--- src/rtl/mmul_pkg.sv ---
package mmul_pkg;
  // partial-product order: low x low first, high x high last
  typedef enum logic [1:0] {
    PP_LL = 2'd0,
    PP_LH = 2'd1,
    PP_HL = 2'd2,
    PP_HH = 2'd3
  } pp_sel_e;
endpackage

--- src/rtl/mmul_ctrl.sv ---
module mmul_ctrl
  import mmul_pkg::*;
(
  input  logic    clk_i,
  input  logic    rst_ni,
  input  logic    start_i,
  output logic    load_o,
  output logic    acc_en_o,
  output pp_sel_e sel_o,
  output logic    busy_o,
  output logic    done_o
);
  logic    busy_q;
  logic    done_q;
  pp_sel_e sel_q;

  assign load_o   = start_i & ~busy_q;
  assign acc_en_o = busy_q;
  assign sel_o    = sel_q;
  assign busy_o   = busy_q;
  assign done_o   = done_q;

  always_ff @(posedge clk_i or negedge rst_ni) begin
    if (!rst_ni) begin
      busy_q <= 1'b0;
      done_q <= 1'b0;
      sel_q  <= PP_LL;
    end else begin
      done_q <= busy_q && (sel_q == PP_HH);
      if (load_o) begin
        busy_q <= 1'b1;
        sel_q  <= PP_LL;
      end else if (busy_q) begin
        if (sel_q == PP_HH) busy_q <= 1'b0;
        sel_q <= pp_sel_e'(sel_q + 2'd1);
      end
    end
  end

  a_r2_done_pulse: assert property (@(posedge clk_i) disable iff (!rst_ni)
    done_o |=> !done_o);
  a_r2_done_after_busy: assert property (@(posedge clk_i) disable iff (!rst_ni)
    done_o |-> (!busy_o && $past(busy_o)));
  a_r8_phase_advance: assert property (@(posedge clk_i) disable iff (!rst_ni)
    (busy_o && sel_q != PP_HH) |=> (busy_o && sel_q == pp_sel_e'($past(sel_q) + 2'd1)));
endmodule

--- src/rtl/mmul_pp.sv ---
module mmul_pp
  import mmul_pkg::*;
#(
  parameter int HALF_W = 16,
  localparam int WORD_W = 2 * HALF_W,
  localparam int ACC_W  = 2 * WORD_W
) (
  input  logic [WORD_W-1:0] opa_i,
  input  logic [WORD_W-1:0] opb_i,
  input  pp_sel_e           sel_i,
  output logic [ACC_W-1:0]  term_o
);
  logic [HALF_W-1:0] x, y;
  logic [WORD_W-1:0] prod;
  logic [ACC_W-1:0]  ext;

  always_comb begin
    unique case (sel_i)
      PP_LL: begin x = opa_i[HALF_W-1:0];      y = opb_i[HALF_W-1:0];      end
      PP_LH: begin x = opa_i[HALF_W-1:0];      y = opb_i[WORD_W-1:HALF_W]; end
      PP_HL: begin x = opa_i[WORD_W-1:HALF_W]; y = opb_i[HALF_W-1:0];      end
      default: begin x = opa_i[WORD_W-1:HALF_W]; y = opb_i[WORD_W-1:HALF_W]; end
    endcase
  end

  // the one shared multiplier
  assign prod = x * y;
  assign ext  = {{WORD_W{1'b0}}, prod};

  always_comb begin
    unique case (sel_i)
      PP_LL:   term_o = ext;
      PP_LH,
      PP_HL:   term_o = ext << HALF_W;
      default: term_o = ext << WORD_W;
    endcase
  end
endmodule

--- src/rtl/mmul_norm.sv ---
module mmul_norm #(
  parameter int HALF_W = 16,
  parameter int RES_W  = 27,
  localparam int WORD_W = 2 * HALF_W,
  localparam int ACC_W  = 2 * WORD_W,
  localparam int SH_LO  = WORD_W - RES_W - 1,
  localparam int SH_HI  = WORD_W - RES_W
) (
  input  logic [ACC_W-1:0] acc_i,
  output logic [RES_W-1:0] res_o,
  output logic             inc_o
);
  logic [WORD_W-1:0] kept;

  assign kept  = acc_i[ACC_W-1:WORD_W] | {{(WORD_W-1){1'b0}}, |acc_i[WORD_W-1:0]};
  assign inc_o = kept[WORD_W-1];

  always_comb begin
    if (kept[WORD_W-1]) begin
      res_o    = kept[WORD_W-1 -: RES_W];
      res_o[0] = res_o[0] | (|kept[SH_HI-1:0]);
    end else begin
      res_o    = kept[WORD_W-2 -: RES_W];
      res_o[0] = res_o[0] | (|kept[SH_LO-1:0]);
    end
  end
endmodule

--- src/rtl/mant_mul_sticky.sv ---
module mant_mul_sticky
  import mmul_pkg::*;
#(
  parameter int MANT_W = 24,
  parameter int HALF_W = 16,
  parameter int GRS_W  = 3,
  localparam int WORD_W = 2 * HALF_W,
  localparam int ACC_W  = 2 * WORD_W,
  localparam int PAD_W  = WORD_W - MANT_W,
  localparam int RES_W  = MANT_W + GRS_W
) (
  input  logic              clk_i,
  input  logic              rst_ni,
  input  logic              start_i,
  input  logic [MANT_W-1:0] mant_a_i,
  input  logic [MANT_W-1:0] mant_b_i,
  output logic              busy_o,
  output logic              done_o,
  output logic [RES_W-1:0]  prod_o,
  output logic              exp_inc_o
);
  logic              load, acc_en;
  pp_sel_e           sel;
  logic [WORD_W-1:0] opa_q, opb_q;
  logic [ACC_W-1:0]  acc_q, term;

  mmul_ctrl u_ctrl (
    .clk_i(clk_i), .rst_ni(rst_ni), .start_i(start_i),
    .load_o(load), .acc_en_o(acc_en), .sel_o(sel),
    .busy_o(busy_o), .done_o(done_o)
  );

  mmul_pp #(.HALF_W(HALF_W)) u_pp (
    .opa_i(opa_q), .opb_i(opb_q), .sel_i(sel), .term_o(term)
  );

  mmul_norm #(.HALF_W(HALF_W), .RES_W(RES_W)) u_norm (
    .acc_i(acc_q), .res_o(prod_o), .inc_o(exp_inc_o)
  );

  // left-justify operands in the word; clear accumulator on load
  always_ff @(posedge clk_i or negedge rst_ni) begin
    if (!rst_ni) begin
      opa_q <= '0;
      opb_q <= '0;
      acc_q <= '0;
    end else if (load) begin
      opa_q <= {mant_a_i, {PAD_W{1'b0}}};
      opb_q <= {mant_b_i, {PAD_W{1'b0}}};
      acc_q <= '0;
    end else if (acc_en) begin
      acc_q <= acc_q + term;
    end
  end

  a_r6_hidden_set: assert property (@(posedge clk_i) disable iff (!rst_ni)
    done_o |-> prod_o[RES_W-1]);
  a_r9_hold: assert property (@(posedge clk_i) disable iff (!rst_ni)
    (!busy_o && !$past(busy_o) && !$past(start_i)) |-> ($stable(prod_o) && $stable(exp_inc_o)));
  a_r2_no_done_while_busy: assert property (@(posedge clk_i) disable iff (!rst_ni)
    busy_o |-> !done_o);
endmodule

--- config.mk ---
export PLATFORM = sky130hd
export DESIGN_NAME = mant_mul_sticky
export DESIGN_NICKNAME = d
export VERILOG_FILES = /design/src/rtl/mmul_pkg.sv /design/src/rtl/mmul_ctrl.sv /design/src/rtl/mmul_pp.sv /design/src/rtl/mmul_norm.sv /design/src/rtl/mant_mul_sticky.sv
export SDC_FILE = /design/constraint.sdc
export NUM_CORES = 1
export LEC_CHECK = 0
export ABC_CLOCK_PERIOD_IN_PS = 30900
export BUFFER_PORTS_ARGS = -buffer_cell sky130_fd_sc_hd__buf_2
export CAP_MARGIN = 20
export CORE_MARGIN = 4
export CORE_UTILIZATION = 38
export CTS_CLUSTER_DIAMETER = 80
export DETAILED_ROUTE_END_ITERATION = 8
export PLACE_DENSITY = 0.61
export RECOVER_POWER = 100
export SYNTH_ARGS = -nofsm -noshare
export SYNTH_HDL_FRONTEND = slang
export SYNTH_SLANG_ARGS = --single-unit
--- constraint.sdc ---
create_clock -name clk_i -period 30.9 [get_ports clk_i]
set_clock_uncertainty 0.2 [all_clocks]
set_input_delay 3.09 -clock clk_i [delete_from_list [all_inputs] [get_ports clk_i]]
set_output_delay 3.09 -clock clk_i [all_outputs]
set_load 0.01 [all_outputs]
# ---- After elaboration in Yosys (flattened, before gate mapping)
# Index checks and enable logic that the tools add are counted.
dict set report classes {
  addsub 2
  mul 1
  eq_ne 3
  muxes 11
  n_bitwise 5
  reduce_logical 9
}
# op n
set ops {}
lappend ops {{$mux W64} 2}
lappend ops {{$pmux W64 S2} 1}
lappend ops {{$add A64 B64 Y64} 1}
lappend ops {{$mul A16 B16 Y32} 1}
lappend ops {{$mux W16} 2}
lappend ops {{$or A32 B1 Y32} 1}
lappend ops {{$reduce_or A32 Y1} 1}
lappend ops {{$mux W27} 1}
lappend ops {{$reduce_or A2 Y1} 3}
lappend ops {{$reduce_or A5 Y1} 1}
lappend ops {{$eq A2 B2 Y1 const B} 2}
lappend ops {{$mux W2} 2}
lappend ops {{$reduce_or A4 Y1} 1}
lappend ops {{$mux W1} 3}
lappend ops {{$add A2 B1 Y2 const B} 1}
lappend ops {{$eq A2 B1 Y1 const B} 1}
lappend ops {{$logic_not A2 Y1} 1}
lappend ops {{$or A1 B1 Y1} 2}
lappend ops {{$reduce_bool A2 Y1} 1}
lappend ops {{$and A1 B1 Y1} 1}
lappend ops {{$logic_and A1 B1 Y1} 1}
lappend ops {{$not A1 Y1} 1}
dict set report totals {
  regBits 116
  in_bits 51
  output_inout_bits 30
  wordCells 37
}

# ---- Depth between registers and ports, before layout
dict set report depth {
  depth_word 8
  ltp_mapped 42
  depth_no_buf 39
}

# ---- Modules after synthesis
# A second synthesis with hierarchy kept.
dict set report hier_totals {
  cells_unflattened 2046
  area_unflattened_um2 18011.0
}
# module n_inst cells_each area_per_inst_um2 seq_area_each_um2
set modules_own_cells {}
lappend modules_own_cells {mmul_pp 1 1144 9481.6 0.0}
lappend modules_own_cells {mant_mul_sticky 1 846 7931.4 2802.7}
lappend modules_own_cells {mmul_norm 1 44 426.7 0.0}
lappend modules_own_cells {mmul_ctrl 1 12 171.4 100.1}

# ---- Least setup slack after synthesis
# Ideal clock, no wire load.
dict set report synth_path {
  path_kind {register to register}
  startpoint {register u_ctrl.sel_q[0] (netlist: u_ctrl.sel_o[0])}
  endpoint {register acc_q[51]}
  setup_ps 134
  arrival_ps 9403
  required_time_ps 30566
  slack_ps 21163
  path_stages_with_launch 38
  path_buffers 3
  period_less_slack_ps 9737
  path_cell_list {dfrtp_1 -> inv_1 -> ha_1 -> nor2_1 -> clkbuf_1 -> buf_1 -> mux2i_1 -> nor2_1 -> fa_1 -> inv_1 -> fa_1 -> inv_1 -> fa_1 -> fa_1 -> fa_1 -> inv_1 -> fa_1 -> inv_1 -> [2 not listed] -> a2111oi_1 -> a21oi_1 -> or2_2 -> o21ai_0 -> nand2b_1 -> a21oi_1 -> xnor2_1 -> a22o_1 -> ha_1 -> buf_2 -> nand4_1 -> or4_1 -> o31ai_2 -> a41oi_2 -> o21ai_1 -> a41oi_1 -> xnor2_1 -> o21ai_0}
}
dict set report synth_between {
  elab_chain_cells 8
  elab_cells_between_ends 13
  classes_between {add/sub: 1; mul: 1; eq/ne: 2; mux: 5; reduce/logical: 4}
}
# element line_no
set synth_lines {}
lappend synth_lines {{from (decl)} mmul_ctrl.sv:15} ;# pp_sel_e sel_q;
lappend synth_lines {{from (signal assigned)} mmul_ctrl.sv:35} ;# sel_q <= pp_sel_e'(sel_q + 2'd1);
lappend synth_lines {{$eq A2 B1 Y1 (tied with other cells)} {mmul_pp.sv:18, mmul_pp.sv:31}}
lappend synth_lines {{$reduce_or A2 Y1 (no source line)} n/a}
lappend synth_lines {{$mux W16} mmul_pp.sv:18} ;# unique case (sel_i)
lappend synth_lines {{$mul A16 B16 Y32} mmul_pp.sv:27} ;# assign prod = x * y;
lappend synth_lines {{$pmux W64 S2 *} mmul_pp.sv:31} ;# unique case (sel_i)
lappend synth_lines {{$add A64 B64 Y64 *} mant_mul_sticky.sv:52} ;# acc_q <= acc_q + term;
lappend synth_lines {{$mux W64 *} mant_mul_sticky.sv:51} ;# end else if (acc_en) begin
lappend synth_lines {{$mux W64 *} mant_mul_sticky.sv:47} ;# end else if (load) begin
lappend synth_lines {{to (signal assigned)} mant_mul_sticky.sv:52}
lappend synth_lines {{to (decl)} mant_mul_sticky.sv:25} ;# logic [ACC_W-1:0] acc_q, term;
# Every way passes the cells marked *; elsewhere a longest branch is shown, timed or not. The select of a mux whose other input is x is not followed.
# A chain may end at the register's enable or synchronous reset.

# ---- Final worst setup path
dict set report layout_path {
  startpoint {register u_ctrl.sel_q[0] (netlist: u_ctrl.sel_o[0])}
  endpoint {register acc_q[63]}
}
# Same word-level chain as after synthesis.

==> flow_metrics.tcl <==
set metrics [dict create \
    clock_sinks 116 \
    r2r-start "u_ctrl.sel_o[0]" \
    insertedDiodeCount 0 \
    placed_cell_area_mm2 0.0185 \
    status "finished with violations" \
    antenna_found_initial 1 \
    final_max_slew_viol_count 270 \
    hold_end "acc_q[27]" \
    grt_pass1_wl_um 82600 \
    syn2layout_area_growth_pct 7.98 \
    hold_path_class "register to register" \
    start_util_pct 38.5 \
    rr_endpoint "acc_q[63]" \
    slowest_stage "nor2_1" \
    final.period_utilization_pct 44.4 \
    cts_max_level 4 \
    critPathArrivalTime_ns 13.87 \
    drt_iter0_drc 1136 \
    cp.required_ns 31.04 \
    hpwlAfterDp_um 41800 \
    setup_viol 0 \
    cp_max_fo 33 \
    path_buf_inv 5 \
    drive_above_1_share_pct 9.22 \
    cts-resized-gates 0 \
    stdcell_area_mm2 0.0190 \
    ant_nets 0 \
    syn-cell-area_mm2 0.0176 \
    reg2reg_depth 35 \
    netlist_instances 2043 \
    cts_hold_buf 0 \
    ys_seq_area_share_pct 16.5 \
    pin_count 81 \
    synth_edf_count 0 \
    async_flop_share_pct 100 \
    rows 78 \
    final-seq-area_mm2 0.00290 \
    syn-num-nets 2461 \
    endpoint_kind "register" \
    drc 0 \
    fmax_mhz 72.8 \
    nNetsFinal 2490 \
    relSlewSlack_pct -134 \
    crit_family "simple AND/OR/NAND/NOR gates" \
    crit_type "register to register" \
    crit_path_start_kind "register" \
    rsz0062_at_grt "false" \
    synth_seq_cells 116 \
    cts.clk_slew.worst_paths_ns 0.06 \
    die_w_um 223 \
    cp_slowest_stage_delay_ns 2.09 \
    track_usage_pct 21.1 \
    yosysWarningCount 0 \
    synth_most_common_cell "nand2_1" \
    synth_common_cells "nand2_1 (285), inv_1 (263), fa_1 (195)" \
    synth_top_area_share_pct 22.2 \
    cts_tree "yes" \
    yosysTopAreaCell "fa_1" \
    cap_violations 5 \
    clock_latency_ns 0.49 \
    period_needed_ns 13.73 \
    dp_slack_ns 19.54 \
    fin_util_pct 41.6 \
    gr-total-overflow 0 \
    holdCritStartpoint "acc_q[27]" \
    multi_input_area_mm2 0.0133 \
    violations "capacitance limit, slew limit" \
    grt_max_degree 68 \
    die_area_mm2 0.0497 \
    cts_setup_buffers 0 \
    core_mm2 0.0456 \
    tightestPinTransition_ns 3.52 \
    vias 14639 \
    grt_pass1_vias 14781 \
    synth.distinct_cells 81 \
    cp_common_cell "fa_1" \
    routed_wl_um 51600 \
    die_h_um 223 \
    finalHoldViolations 0 \
    worst_slack_ns 17.17 \
    synthTopCellsByArea "fa_1 (22%), dfrtp_1 (17%), ha_1 (12%)" \
    wire_per_inst_um 19.2 \
    portBuffers 80 \
    viasPerCell 5.46 \
    cts-root-buf "clkbuf_16" \
    reg2reg_slack_ns 17.17 \
    fillCellCount 4522 \
    numCtsBuffers 17 \
    min_path_cells 2 \
    setup_tns_ns 0 \
    synth_flop_cell "dfrtp_1" \
    clockBufferDepth 2 \
    synth_area_per_cell_um2 8.60 \
    drt-pass1-iter-count 6 \
    gp_congestion 0.958 \
]
## sequential cells by signal, indices dropped and copies added (netlist names)
signal	flops
acc_q	64
opa_q	24
opb_q	24
u_ctrl.sel_o	2
u_ctrl.acc_en_o	1
u_ctrl.done_o	1
## worst register-to-register path: cells and delay by family (launching register included)
family	cells	cell delay [ns]
adder cells (fa/ha/maj)	9	4.03
buffers and inverters	5	0.32
AND/OR/NAND/NOR	7	4.78
XOR/XNOR	2	0.36
AO/OA/AOI/OAI	12	3.50
flip-flops	1	0.43
## worst max-delay path by stage
stage                           end  cells after the start             from
after floorplan           acc_q[51]                     37  u_ctrl.sel_o[0]
after global placement    acc_q[55]                     34  u_ctrl.sel_o[0]
after detailed placement  acc_q[63]                     34  u_ctrl.sel_o[0]
after CTS                 acc_q[63]                     34  u_ctrl.sel_o[0]
after global routing      acc_q[60]                     35  u_ctrl.sel_o[0]
final                     acc_q[63]                     35  u_ctrl.sel_o[0]
## cell type report
cell class | instances | share of cell area, %
Timing Repair Buffer | 92 | 2.28
Clock inverter | 9 | 0.811
Inverter | 264 | 5.22
Sequential cell | 116 | 15.3
Clock buffer | 21 | 2.43
Multi-Input combinational cell | 1581 | 70.0
Tap cell | 600 | 3.96
## cells in the final DEF, fill, tap and decap left out, drive strengths merged, types with 40 or more instances in the layout
master and instances:
inv 263, a21o 66, clkbuf 57, xnor2 55, a21oi 97, and2 40
fa 195, dfrtp 116, nor2 170, o21ai 123, ha 172, nand2 286
mux2 89, buf 56
## through the flow
stage,hold WS (ns),instances
finish,0.322,2683
global route,0.339,2683
CTS,0.323,2683
detailed placement,0.310,2653
global placement,0.298,2653
floorplan,0.275,2043
## cells by family (layout without fill, tap and decap cells)
| group | count (synthesis) | count (layout) | share of synthesized area (%) |
|---|---|---|---|
| buf+inv | 346 | 386 | 7.50 |
| other cells | 1 | 1 | 0.0214 |
| simple gates | 613 | 613 | 15.2 |
| fa+ha+maj | 367 | 367 | 34.5 |
| flops | 116 | 116 | 16.5 |
| xor+xnor | 86 | 86 | 4.29 |
| compound gates | 410 | 410 | 15.4 |
| mux | 104 | 104 | 6.56 |
## layer usage
metal | global-route usage, % | part of all wire [%]
met1 | 29.4 | 46
met2 | 32.4 | 45
met3 | 4.95 | 7.0
met5 | 0 | 0
met4 | 6.76 | 2.9
Power is left out: the tool's default activity adds up to more than one toggle a clock period on the data nets, which glitch-free logic cannot reach.
